**src/rtl/tape_framer_pkg.sv**
```systemverilog
package tape_framer_pkg;
  typedef enum logic [2:0] {
    PH_IDLE,
    PH_HDR,
    PH_BODY,
    PH_PAD,
    PH_TRL
  } phase_e;
endpackage

```
**src/rtl/tape_frame_writer.sv**
```systemverilog
module tape_frame_writer
  import tape_framer_pkg::*;
#(
  parameter int LEN_W = 32
) (
  input  logic             clk_i,
  input  logic             rst_ni,
  input  logic             cmd_valid_i,
  output logic             cmd_ready_o,
  input  logic [LEN_W-1:0] cmd_len_i,
  input  logic             dat_valid_i,
  output logic             dat_ready_o,
  input  logic [7:0]       dat_i,
  output logic             tx_valid_o,
  input  logic             tx_ready_i,
  output logic [7:0]       tx_data_o
);
  localparam int LB = LEN_W / 8;
  localparam int IW = (LB > 1) ? $clog2(LB) : 1;

  phase_e           ph_q;
  logic [LEN_W-1:0] len_q, rem_q;
  logic [IW-1:0]    idx_q;
  logic             tx_fire, idx_last;
  logic [7:0]       len_byte;

  assign idx_last = (idx_q == IW'(LB - 1));
  assign len_byte = len_q[8*idx_q +: 8];
  assign tx_fire  = tx_valid_o && tx_ready_i;

  always_comb begin
    cmd_ready_o = (ph_q == PH_IDLE);
    tx_valid_o  = 1'b0;
    tx_data_o   = 8'h00;
    dat_ready_o = 1'b0;
    case (ph_q)
      PH_HDR, PH_TRL: begin
        tx_valid_o = 1'b1;
        tx_data_o  = len_byte;
      end
      PH_PAD: tx_valid_o = 1'b1;
      PH_BODY: begin
        tx_valid_o  = dat_valid_i;
        tx_data_o   = dat_i;
        dat_ready_o = tx_ready_i;
      end
      default: ;
    endcase
  end

  always_ff @(posedge clk_i or negedge rst_ni) begin
    if (!rst_ni) begin
      ph_q  <= PH_IDLE;
      len_q <= '0;
      rem_q <= '0;
      idx_q <= '0;
    end else begin
      case (ph_q)
        PH_IDLE: if (cmd_valid_i) begin
          len_q <= cmd_len_i;
          rem_q <= cmd_len_i;
          idx_q <= '0;
          ph_q  <= PH_HDR;
        end
        PH_HDR: if (tx_fire) begin
          idx_q <= idx_q + 1'b1;
          if (idx_last) begin
            idx_q <= '0;
            ph_q  <= (len_q == '0) ? PH_IDLE : PH_BODY;
          end
        end
        PH_BODY: if (tx_fire) begin
          rem_q <= rem_q - 1'b1;
          if (rem_q == LEN_W'(1)) ph_q <= len_q[0] ? PH_PAD : PH_TRL;
        end
        PH_PAD: if (tx_fire) ph_q <= PH_TRL;
        PH_TRL: if (tx_fire) begin
          idx_q <= idx_q + 1'b1;
          if (idx_last) begin
            idx_q <= '0;
            ph_q  <= PH_IDLE;
          end
        end
        default: ph_q <= PH_IDLE;
      endcase
    end
  end

  assert_len_hold_R2: assert property (@(posedge clk_i) disable iff (!rst_ni)
    (tx_valid_o && !tx_ready_i && ph_q != PH_BODY) |=> (tx_valid_o && $stable(tx_data_o)));

  assert_mark_no_body_R5: assert property (@(posedge clk_i) disable iff (!rst_ni)
    (ph_q == PH_HDR && len_q == '0) |=> (ph_q != PH_BODY));

  assert_pad_after_odd_R4: assert property (@(posedge clk_i) disable iff (!rst_ni)
    (ph_q == PH_BODY && tx_fire && rem_q == LEN_W'(1) && len_q[0]) |=> (ph_q == PH_PAD));
endmodule

```
**src/rtl/tape_frame_reader.sv**
```systemverilog
module tape_frame_reader
  import tape_framer_pkg::*;
#(
  parameter int LEN_W = 32
) (
  input  logic             clk_i,
  input  logic             rst_ni,
  input  logic             rx_valid_i,
  output logic             rx_ready_o,
  input  logic [7:0]       rx_data_i,
  output logic             rec_valid_o,
  input  logic             rec_ready_i,
  output logic [7:0]       rec_data_o,
  output logic             rec_last_o,
  output logic             done_o,
  output logic [LEN_W-1:0] len_o,
  output logic             err_o,
  output logic             mark_o,
  output logic             eot_o
);
  localparam int LB = LEN_W / 8;
  localparam int IW = (LB > 1) ? $clog2(LB) : 1;

  phase_e           ph_q;
  logic [LEN_W-1:0] word_q, word_nxt, len_q, rem_q;
  logic [IW-1:0]    idx_q;
  logic             prev_mark_q, mark_q, eot_q, done_q, err_q;
  logic             rx_fire, idx_last;

  assign idx_last = (idx_q == IW'(LB - 1));
  assign word_nxt = (word_q >> 8) | (LEN_W'(rx_data_i) << (LEN_W - 8));
  assign rx_fire  = rx_valid_i && rx_ready_o;

  always_comb begin
    case (ph_q)
      PH_BODY:                rx_ready_o = rec_ready_i;
      PH_HDR, PH_PAD, PH_TRL: rx_ready_o = 1'b1;
      default:                rx_ready_o = 1'b0;
    endcase
  end

  assign rec_valid_o = (ph_q == PH_BODY) && rx_valid_i;
  assign rec_data_o  = rx_data_i;
  assign rec_last_o  = (rem_q == LEN_W'(1));
  assign done_o      = done_q;
  assign len_o       = len_q;
  assign err_o       = err_q;
  assign mark_o      = mark_q;
  assign eot_o       = eot_q;

  always_ff @(posedge clk_i or negedge rst_ni) begin
    if (!rst_ni) begin
      ph_q        <= PH_HDR;
      word_q      <= '0;
      len_q       <= '0;
      rem_q       <= '0;
      idx_q       <= '0;
      prev_mark_q <= 1'b0;
      mark_q      <= 1'b0;
      eot_q       <= 1'b0;
      done_q      <= 1'b0;
      err_q       <= 1'b0;
    end else begin
      mark_q <= 1'b0;
      eot_q  <= 1'b0;
      done_q <= 1'b0;
      case (ph_q)
        PH_HDR: if (rx_fire) begin
          word_q <= word_nxt;
          idx_q  <= idx_q + 1'b1;
          if (idx_last) begin
            idx_q <= '0;
            if (word_nxt == '0) begin
              mark_q      <= 1'b1;
              eot_q       <= prev_mark_q;
              prev_mark_q <= 1'b1;
            end else begin
              len_q       <= word_nxt;
              rem_q       <= word_nxt;
              prev_mark_q <= 1'b0;
              ph_q        <= PH_BODY;
            end
          end
        end
        PH_BODY: if (rx_fire) begin
          rem_q <= rem_q - 1'b1;
          if (rem_q == LEN_W'(1)) ph_q <= len_q[0] ? PH_PAD : PH_TRL;
        end
        PH_PAD: if (rx_fire) ph_q <= PH_TRL;
        PH_TRL: if (rx_fire) begin
          word_q <= word_nxt;
          idx_q  <= idx_q + 1'b1;
          if (idx_last) begin
            idx_q  <= '0;
            done_q <= 1'b1;
            err_q  <= (word_nxt != len_q);
            ph_q   <= PH_HDR;
          end
        end
        default: ph_q <= PH_HDR;
      endcase
    end
  end

  assert_eot_with_mark_R9: assert property (@(posedge clk_i) disable iff (!rst_ni)
    eot_o |-> mark_o);

  assert_mark_done_excl_R9: assert property (@(posedge clk_i) disable iff (!rst_ni)
    !(mark_o && done_o));

  assert_done_single_R7: assert property (@(posedge clk_i) disable iff (!rst_ni)
    done_o |=> !done_o);

  assert_body_backpressure_R11: assert property (@(posedge clk_i) disable iff (!rst_ni)
    (rec_valid_o && !rec_ready_i) |-> !rx_ready_o);
endmodule

```
**src/rtl/tape_framer.sv**
```systemverilog
module tape_framer
  import tape_framer_pkg::*;
#(
  parameter int LEN_W = 32
) (
  input  logic             clk_i,
  input  logic             rst_ni,
  input  logic             wr_cmd_valid_i,
  output logic             wr_cmd_ready_o,
  input  logic [LEN_W-1:0] wr_cmd_len_i,
  input  logic             wr_dat_valid_i,
  output logic             wr_dat_ready_o,
  input  logic [7:0]       wr_dat_i,
  output logic             tx_valid_o,
  input  logic             tx_ready_i,
  output logic [7:0]       tx_data_o,
  input  logic             rx_valid_i,
  output logic             rx_ready_o,
  input  logic [7:0]       rx_data_i,
  output logic             rec_valid_o,
  input  logic             rec_ready_i,
  output logic [7:0]       rec_data_o,
  output logic             rec_last_o,
  output logic             rd_done_o,
  output logic [LEN_W-1:0] rd_len_o,
  output logic             rd_err_o,
  output logic             rd_mark_o,
  output logic             rd_eot_o
);
  tape_frame_writer #(.LEN_W(LEN_W)) u_wr (
    .clk_i       (clk_i),
    .rst_ni      (rst_ni),
    .cmd_valid_i (wr_cmd_valid_i),
    .cmd_ready_o (wr_cmd_ready_o),
    .cmd_len_i   (wr_cmd_len_i),
    .dat_valid_i (wr_dat_valid_i),
    .dat_ready_o (wr_dat_ready_o),
    .dat_i       (wr_dat_i),
    .tx_valid_o  (tx_valid_o),
    .tx_ready_i  (tx_ready_i),
    .tx_data_o   (tx_data_o)
  );

  tape_frame_reader #(.LEN_W(LEN_W)) u_rd (
    .clk_i       (clk_i),
    .rst_ni      (rst_ni),
    .rx_valid_i  (rx_valid_i),
    .rx_ready_o  (rx_ready_o),
    .rx_data_i   (rx_data_i),
    .rec_valid_o (rec_valid_o),
    .rec_ready_i (rec_ready_i),
    .rec_data_o  (rec_data_o),
    .rec_last_o  (rec_last_o),
    .done_o      (rd_done_o),
    .len_o       (rd_len_o),
    .err_o       (rd_err_o),
    .mark_o      (rd_mark_o),
    .eot_o       (rd_eot_o)
  );
endmodule

```
**config.mk**
```make
export PLATFORM = sky130hd
export DESIGN_NAME = tape_framer
export DESIGN_NICKNAME = d
export VERILOG_FILES = /design/src/rtl/tape_framer_pkg.sv /design/src/rtl/tape_frame_writer.sv /design/src/rtl/tape_frame_reader.sv /design/src/rtl/tape_framer.sv
export SDC_FILE = /design/constraint.sdc
export NUM_CORES = 1
export LEC_CHECK = 0
export BUFFER_PORTS_ARGS = -buffer_cell sky130_fd_sc_hd__buf_2
export CAP_MARGIN = 10
export CORE_ASPECT_RATIO = 0.9
export CORE_MARGIN = 3
export CORE_UTILIZATION = 59
export DETAILED_ROUTE_END_ITERATION = 12
export PLACE_DENSITY = 0.81
export SETUP_SLACK_MARGIN = 0.2
export SYNTH_ARGS = -nofsm -noshare
export SYNTH_HDL_FRONTEND = slang
export SYNTH_SLANG_ARGS = --single-unit
```
**constraint.sdc**
```tcl
create_clock -name clk_i -period 3 [get_ports clk_i]
set_clock_uncertainty 0.05 [all_clocks]
set_input_delay 0.6 -clock clk_i [delete_from_list [all_inputs] [get_ports clk_i]]
set_output_delay 0.6 -clock clk_i [all_outputs]
set_load 0.01 [all_outputs]
```
Word-level counts from Yosys, hierarchy flattened --
Cells that the tools add are included.
Word-level totals: register bits after elaboration 175, input port bits 55
Operators by class: add/sub/neg operators 4, equal/unequal tests 30, shift-type cells 1, muxes and demuxes 49, bitwise gates (word level) 2, reductions and logical operators 23
Operators by type and width (number):
- two-way mux 32 bit | 6
- one-hot mux 32 bit (2 select lines) | 2
- equality test 32 x 1 -> 1 bit, second input constant | 2
- logical NOT 32 bit | 2
- subtractor 32 x 1 -> 32 bit, second input constant | 2
- two-way mux 3 bit | 18
- != test 32 bit | 1
- bitwise OR 24 x 32 -> 32 bit | 1
- variable part select 32 x 6 -> 8 bit | 1
- != test 2 x 1 -> 1 bit, second input constant | 14
- one-hot mux 8 bit (2 select lines) | 1
- AND reduction 8 bit | 2
- one-hot mux 3 bit (5 select lines) | 1
- equality test 3 x 2 -> 1 bit, second input constant | 4
- two-way mux 1 bit | 12
- one-hot mux 3 bit (4 select lines) | 1
- AND reduction 3 bit | 4
- two-way mux 2 bit | 5
- equality test 3 x 1 -> 1 bit, second input constant | 2
- equality test 3 bit, second input constant | 2
- != test 2 bit, second input constant | 3
- nonzero test 2 bit | 3
- OR reduction 3 bit | 2
- AND reduction 5 bit | 1
- other kinds (10) | 17

Logic depth before layout (Yosys ltp) --
depth in word-level cells 6, gate-level depth with buffers 8, mapped depth without buffers 8

Modules after synthesis --
Synthesis repeated with hierarchy kept, for this count alone.
Second synthesis, totals: cells, all modules 951, area, all modules 9166.3 µm²
By module, submodules not included:
- tape_frame_reader | times used 1, cells each 502, area an instance 5241.3 µm², sequential area each 2453.6 µm²
- tape_frame_writer | times used 1, cells each 449, area an instance 3925.0 µm², sequential area each 1726.7 µm²

Worst setup path after synthesis --
No wires, ideal clock.
path type flip-flop to output port, start register u_wr.ph_q[2], end output tx_data_o[0], arrival 1855 ps, required time 2350 ps, path slack 495 ps, cell stages (with the launch flop) 9, path through dfrtp_1 -> clkbuf_1 -> nor2_1 -> and2_1 -> buf_2 -> buf_1 -> buf_1 -> nand2_1 -> o21ai_0
Between the ends: word-level cells in the longest chain between the ends 3, elaborated cells on any way between the ends 5
RTL lines:
- from (decl) | RTL line tape_frame_writer.sv:21 | phase_e ph_q;
- from (signal assigned) | RTL line tape_frame_writer.sv:69 | ph_q <= (len_q == '0) ? PH_IDLE : PH_BODY;
- from (signal assigned) | RTL line tape_frame_writer.sv:74 | if (rem_q == LEN_W'(1)) ph_q <= len_q[0] ? PH_PAD : PH_TRL;
- equality test 3 x 1 -> 1 bit / equality test 3 bit (equally long branches) | RTL line tape_frame_writer.sv:36 | case (ph_q)
- OR reduction 2 bit (no line)
- one-hot mux 8 bit (2 select lines) * | RTL line tape_frame_writer.sv:36
- to (decl) | RTL line tape_framer.sv:16 | output logic [7:0] tx_data_o,
Mark *: on every way between the ends. The rest lies on a longest branch, timed or not.

Final worst setup path --
start register u_rd.rem_q[12], end output rec_last_o
Between the ends: word-level cells in the longest chain between the ends 1
RTL lines:
- from (decl) | RTL line tape_frame_reader.sv:25 | logic [LEN_W-1:0] word_q, word_nxt, len_q, rem_q;
- from (signal assigned) | RTL line tape_frame_reader.sv:79 | rem_q <= word_nxt;
- from (signal assigned) | RTL line tape_frame_reader.sv:86 | rem_q <= rem_q - 1'b1;
- equality test 32 x 1 -> 1 bit | RTL line tape_frame_reader.sv:44 | assign rec_last_o = (rem_q == LEN_W'(1));
- to (decl) | RTL line tape_framer.sv:23 | output logic rec_last_o,
No other way between the ends.

==> run summary <==
CTS tree - yes
Status - complete, no violations
Post-DP HPWL - 18400 um
EDFF count, synth - 0
DIE HEIGHT - 125 um
Yosys cell types - 71
Pin count of the biggest net entering global routing - 67
FF-to-FF setup slack - 0.46 ns
Wire per inst - 21.9 um
Clock sinks - 167
Synth top area cells - dfrtp_1 45%, mux2_2 11%, xor2_1 3.2%, a21oi_1 3.1%, nor2_1 3.0%
Post-synth top area share - 44.9%
Final net count - 1082
Placed cell areas - 10000 um2
Ys flop type - dfrtp_1
Hold buffer count at CTS - 0
Max cap viols - 0
Initial Util - 61.5%
Clk Tree Root Cell - clkbuf_16
Synthesized cell area - 9250 um2
Layout cell share with drive strength beyond 1 - 29.9%
Leakage - 4.56 nW
Worst hold path class - input pin to async pin
Worst-margin pin slew - 1.17 ns
Post-route ant nets - 0
Max clock buf depth - 2
Largest area contributor in the netlist - dfrtp_1
Die X - 138 um
Ratio of final minimum period to clock period - 97.1%
Reg2reg end - u_rd.rem_q[28]$_DFFE_PN0P_
Reg2Reg Depth - 7
FF+latch count, synth - 167
Placed insts - 1189
CP top delay family - simple AND/OR/NAND/NOR gates
Final setup TNS - 0 ns
Routed via count - 8372
Cell Pwr Density - 1120 nW/um2
Fmax - 343 MHz
Crit start category - flop
Final setup fails - 0
# IOs - 113
Worst EP arrival - 2.26 ns
Post-Syn Nets - 981
CTS H-tree lvls - 4
WS Path Type - flop to output pin
Vias in the first global route - 7636
Worst VDD drop - 0.715 mV
DRC - 0
Slew Limit Fails - 0
Synth warnings - 0
P&R area growth vs syn - 17.0%
Row count - 42
Syn Inst Count - 920
Synth async-reset ratio - 100%
Slew headroom - 22.0%
Global-route wire length before repair - 42000 um
Worst path slowest cell - or4_4
RSZ-0062 raised after global routing - true
GRT Overall Usage - 31.4%
Die area - 17200 um2
Clock Latency Late Sink - 0.44 ns
Critical Path Fanout Max - 5
I/O Buffers - 112
Core area - 15000 um2
Vias/cell - 6.80
Post-synthesis sequential area ratio - 45.2%
Fin cells - 1232
Tmin final - 2.91 ns
RR Startpoint - u_rd.rem_q[14]$_DFFE_PN0P_
Worst EP required - 2.35 ns
Worst path max stage delay - 0.56 ns
CP endpoint kind - output pin
Num CTS Buffers - 17
GPL Wtd Cong - 0.922
Final Hold Fails - 0
Final wirelength - 27000 um
Antenna violations before repair - 2
CP bufs+invs - 2
Worst-path clk slew - 0.07 ns
Antenna diode count - 0
Final Util - 72.0%
Detailed Routing Iterations Pass 1 - 6
Syn Area/Cell - 10.1 um2
Starting DRC count in detailed routing - 1098
Final instance area - 10800 um2
Congestion Overflow GR - 0
Worst-path cell chain - or3_4 -> nand4b_1 -> or4_4 -> inv_4 -> buf_6
how the worst max path moves through the flow:
stage / from / end / slack [ns] / cells after the start
after floorplan: u_wr.ph_q[2]$_DFFE_PN0P_ / tx_data_o[0] / 0.49 / 8
after global placement: u_rd.rem_q[28]$_DFFE_PN0P_ / rec_last_o / 0.42 / 5
after detailed placement: u_rd.rem_q[13]$_DFFE_PN0P_ / rec_last_o / 0.40 / 5
after CTS: u_rd.rem_q[14]$_DFFE_PN0P_ / rec_last_o / 0.15 / 5
after global routing: u_rd.rem_q[12]$_DFFE_PN0P_ / rec_last_o / 0.09 / 5
final: u_rd.rem_q[12]$_DFFE_PN0P_ / rec_last_o / 0.09 / 5
synth_stat cells (6+ instances only):
| library cell | n |
|---|---|
| dfrtp_1 | 166 |
| mux2_2 | 91 |
| nor2_1 | 75 |
| a21oi_1 | 57 |
| o21ai_0 | 44 |
| clkbuf_1 | 43 |
| nor4_1 | 37 |
| nand2_1 | 35 |
| xor2_1 | 34 |
| nor3_1 | 29 |
| a31oi_1 | 24 |
| inv_1 | 22 |
| nand3_1 | 22 |
| o22a_1 | 20 |
| nand4_1 | 19 |
| a22oi_1 | 18 |
| o211ai_1 | 13 |
| or4_1 | 12 |
| buf_1 | 10 |
| and3_1 | 9 |
| or3_1 | 9 |
| a41oi_1 | 8 |
| buf_4 | 8 |
| mux4_2 | 8 |
| buf_2 | 6 |
| ha_1 | 6 |
| nor3b_1 | 6 |
state kept, by name, summed over array words and instances (netlist names):
| register | count |
|---|---|
| u_wr.idx_q | 2 |
| u_wr.rem_q | 32 |
| u_rd.len_o | 32 |
| u_rd.prev_mark_q | 1 |
| u_rd.done_o | 1 |
| u_wr.len_q | 32 |
| u_rd.ph_q | 3 |
| u_rd.mark_o | 1 |
| u_rd.word_q | 24 |
| u_wr.ph_q | 3 |
| u_rd.rem_q | 32 |
| u_rd.err_o | 1 |
| u_rd.eot_o | 1 |
| u_rd.idx_q | 2 |
final cells by class:
class                   count  area (um2)
fillers                  1102        4210
repair buffers            150         896
inverters                  22        85.1
clock buffers              19         443
well taps                 198         248
flip-flops and latches    167        4190
multi-input cells         663        4790
clock inverters            13         169
power by group:
| part | internal, mW | switching [mW] | leakage, nW | total, mW |
|---|---|---|---|---|
| Clock | 1.34 | 0.951 | 0.298 | 2.29 |
| Sequential | 3.38 | 1.52 | 1.97 | 4.90 |
| Combinational | 2.39 | 2.58 | 2.29 | 4.97 |
through the flow:
step / setup WS [ns] / total power, mW / hold slack (ns)
final: 0.0870 / 12.2 / 0.103
after global routing: 0.0944 / 12.9 / 0.134
after CTS: 0.150 / 11.9 / 0.122
after detailed placement: 0.396 / 9.53 / 0.439
after global placement: 0.419 / 9.32 / 0.434
after floorplan: 0.495 / 7.80 / 0.254
placed cells by master (no fill, tap or decap), types with 4 or more instances in the layout:
| cell | instances |
|---|---|
| inv_1 | 21 |
| clkbuf_16 | 17 |
| o211ai_1 | 13 |
| mux4_2 | 8 |
| buf_2 | 110 |
| a22oi_1 | 18 |
| nand2_1 | 35 |
| o22ai_1 | 5 |
| nor3_1 | 29 |
| dfrtp_1 | 162 |
| buf_4 | 35 |
| o21ai_0 | 43 |
| o22a_1 | 20 |
| a21oi_1 | 57 |
| nand4_1 | 19 |
| mux2_2 | 91 |
| xor2_1 | 34 |
| nor2_1 | 73 |
| a41oi_1 | 8 |
| ha_1 | 6 |
| nor2b_1 | 5 |
| or4_1 | 11 |
| and3_1 | 9 |
| nor3b_1 | 5 |
| a31oi_1 | 24 |
| clkinv_4 | 4 |
| dfrtp_2 | 4 |
| nor4_1 | 33 |
| nand3b_1 | 5 |
| o31a_1 | 5 |
| o311a_1 | 5 |
| nand3_1 | 22 |
| or3_1 | 7 |
routing by layer:
layer	track usage, %	part of all wire (%)	vias to the layer above
li1	-	-	3692
met1	49.0	43	4058
met2	41.7	43	546
met3	8.16	11	72
met4	11.3	2.9	4
met5	0	0.10	-
timing repair:
action | 4_1_cts | 5_1_grt
setup endpoints to repair | 5 | 9
gates resized for setup | 11 | 9
setup buffers | 2 | 9
pin swaps | 1 | 3
kinds of logic after synthesis:
group / share of synthesized area, %
xor+xnor: 3.22
flops: 45.2
fa+ha+maj: 0.812
buf+inv: 4.07
simple gates: 16.8
mux: 13.0
compound gates: 16.9
Power figures use the tool's default switching activity.
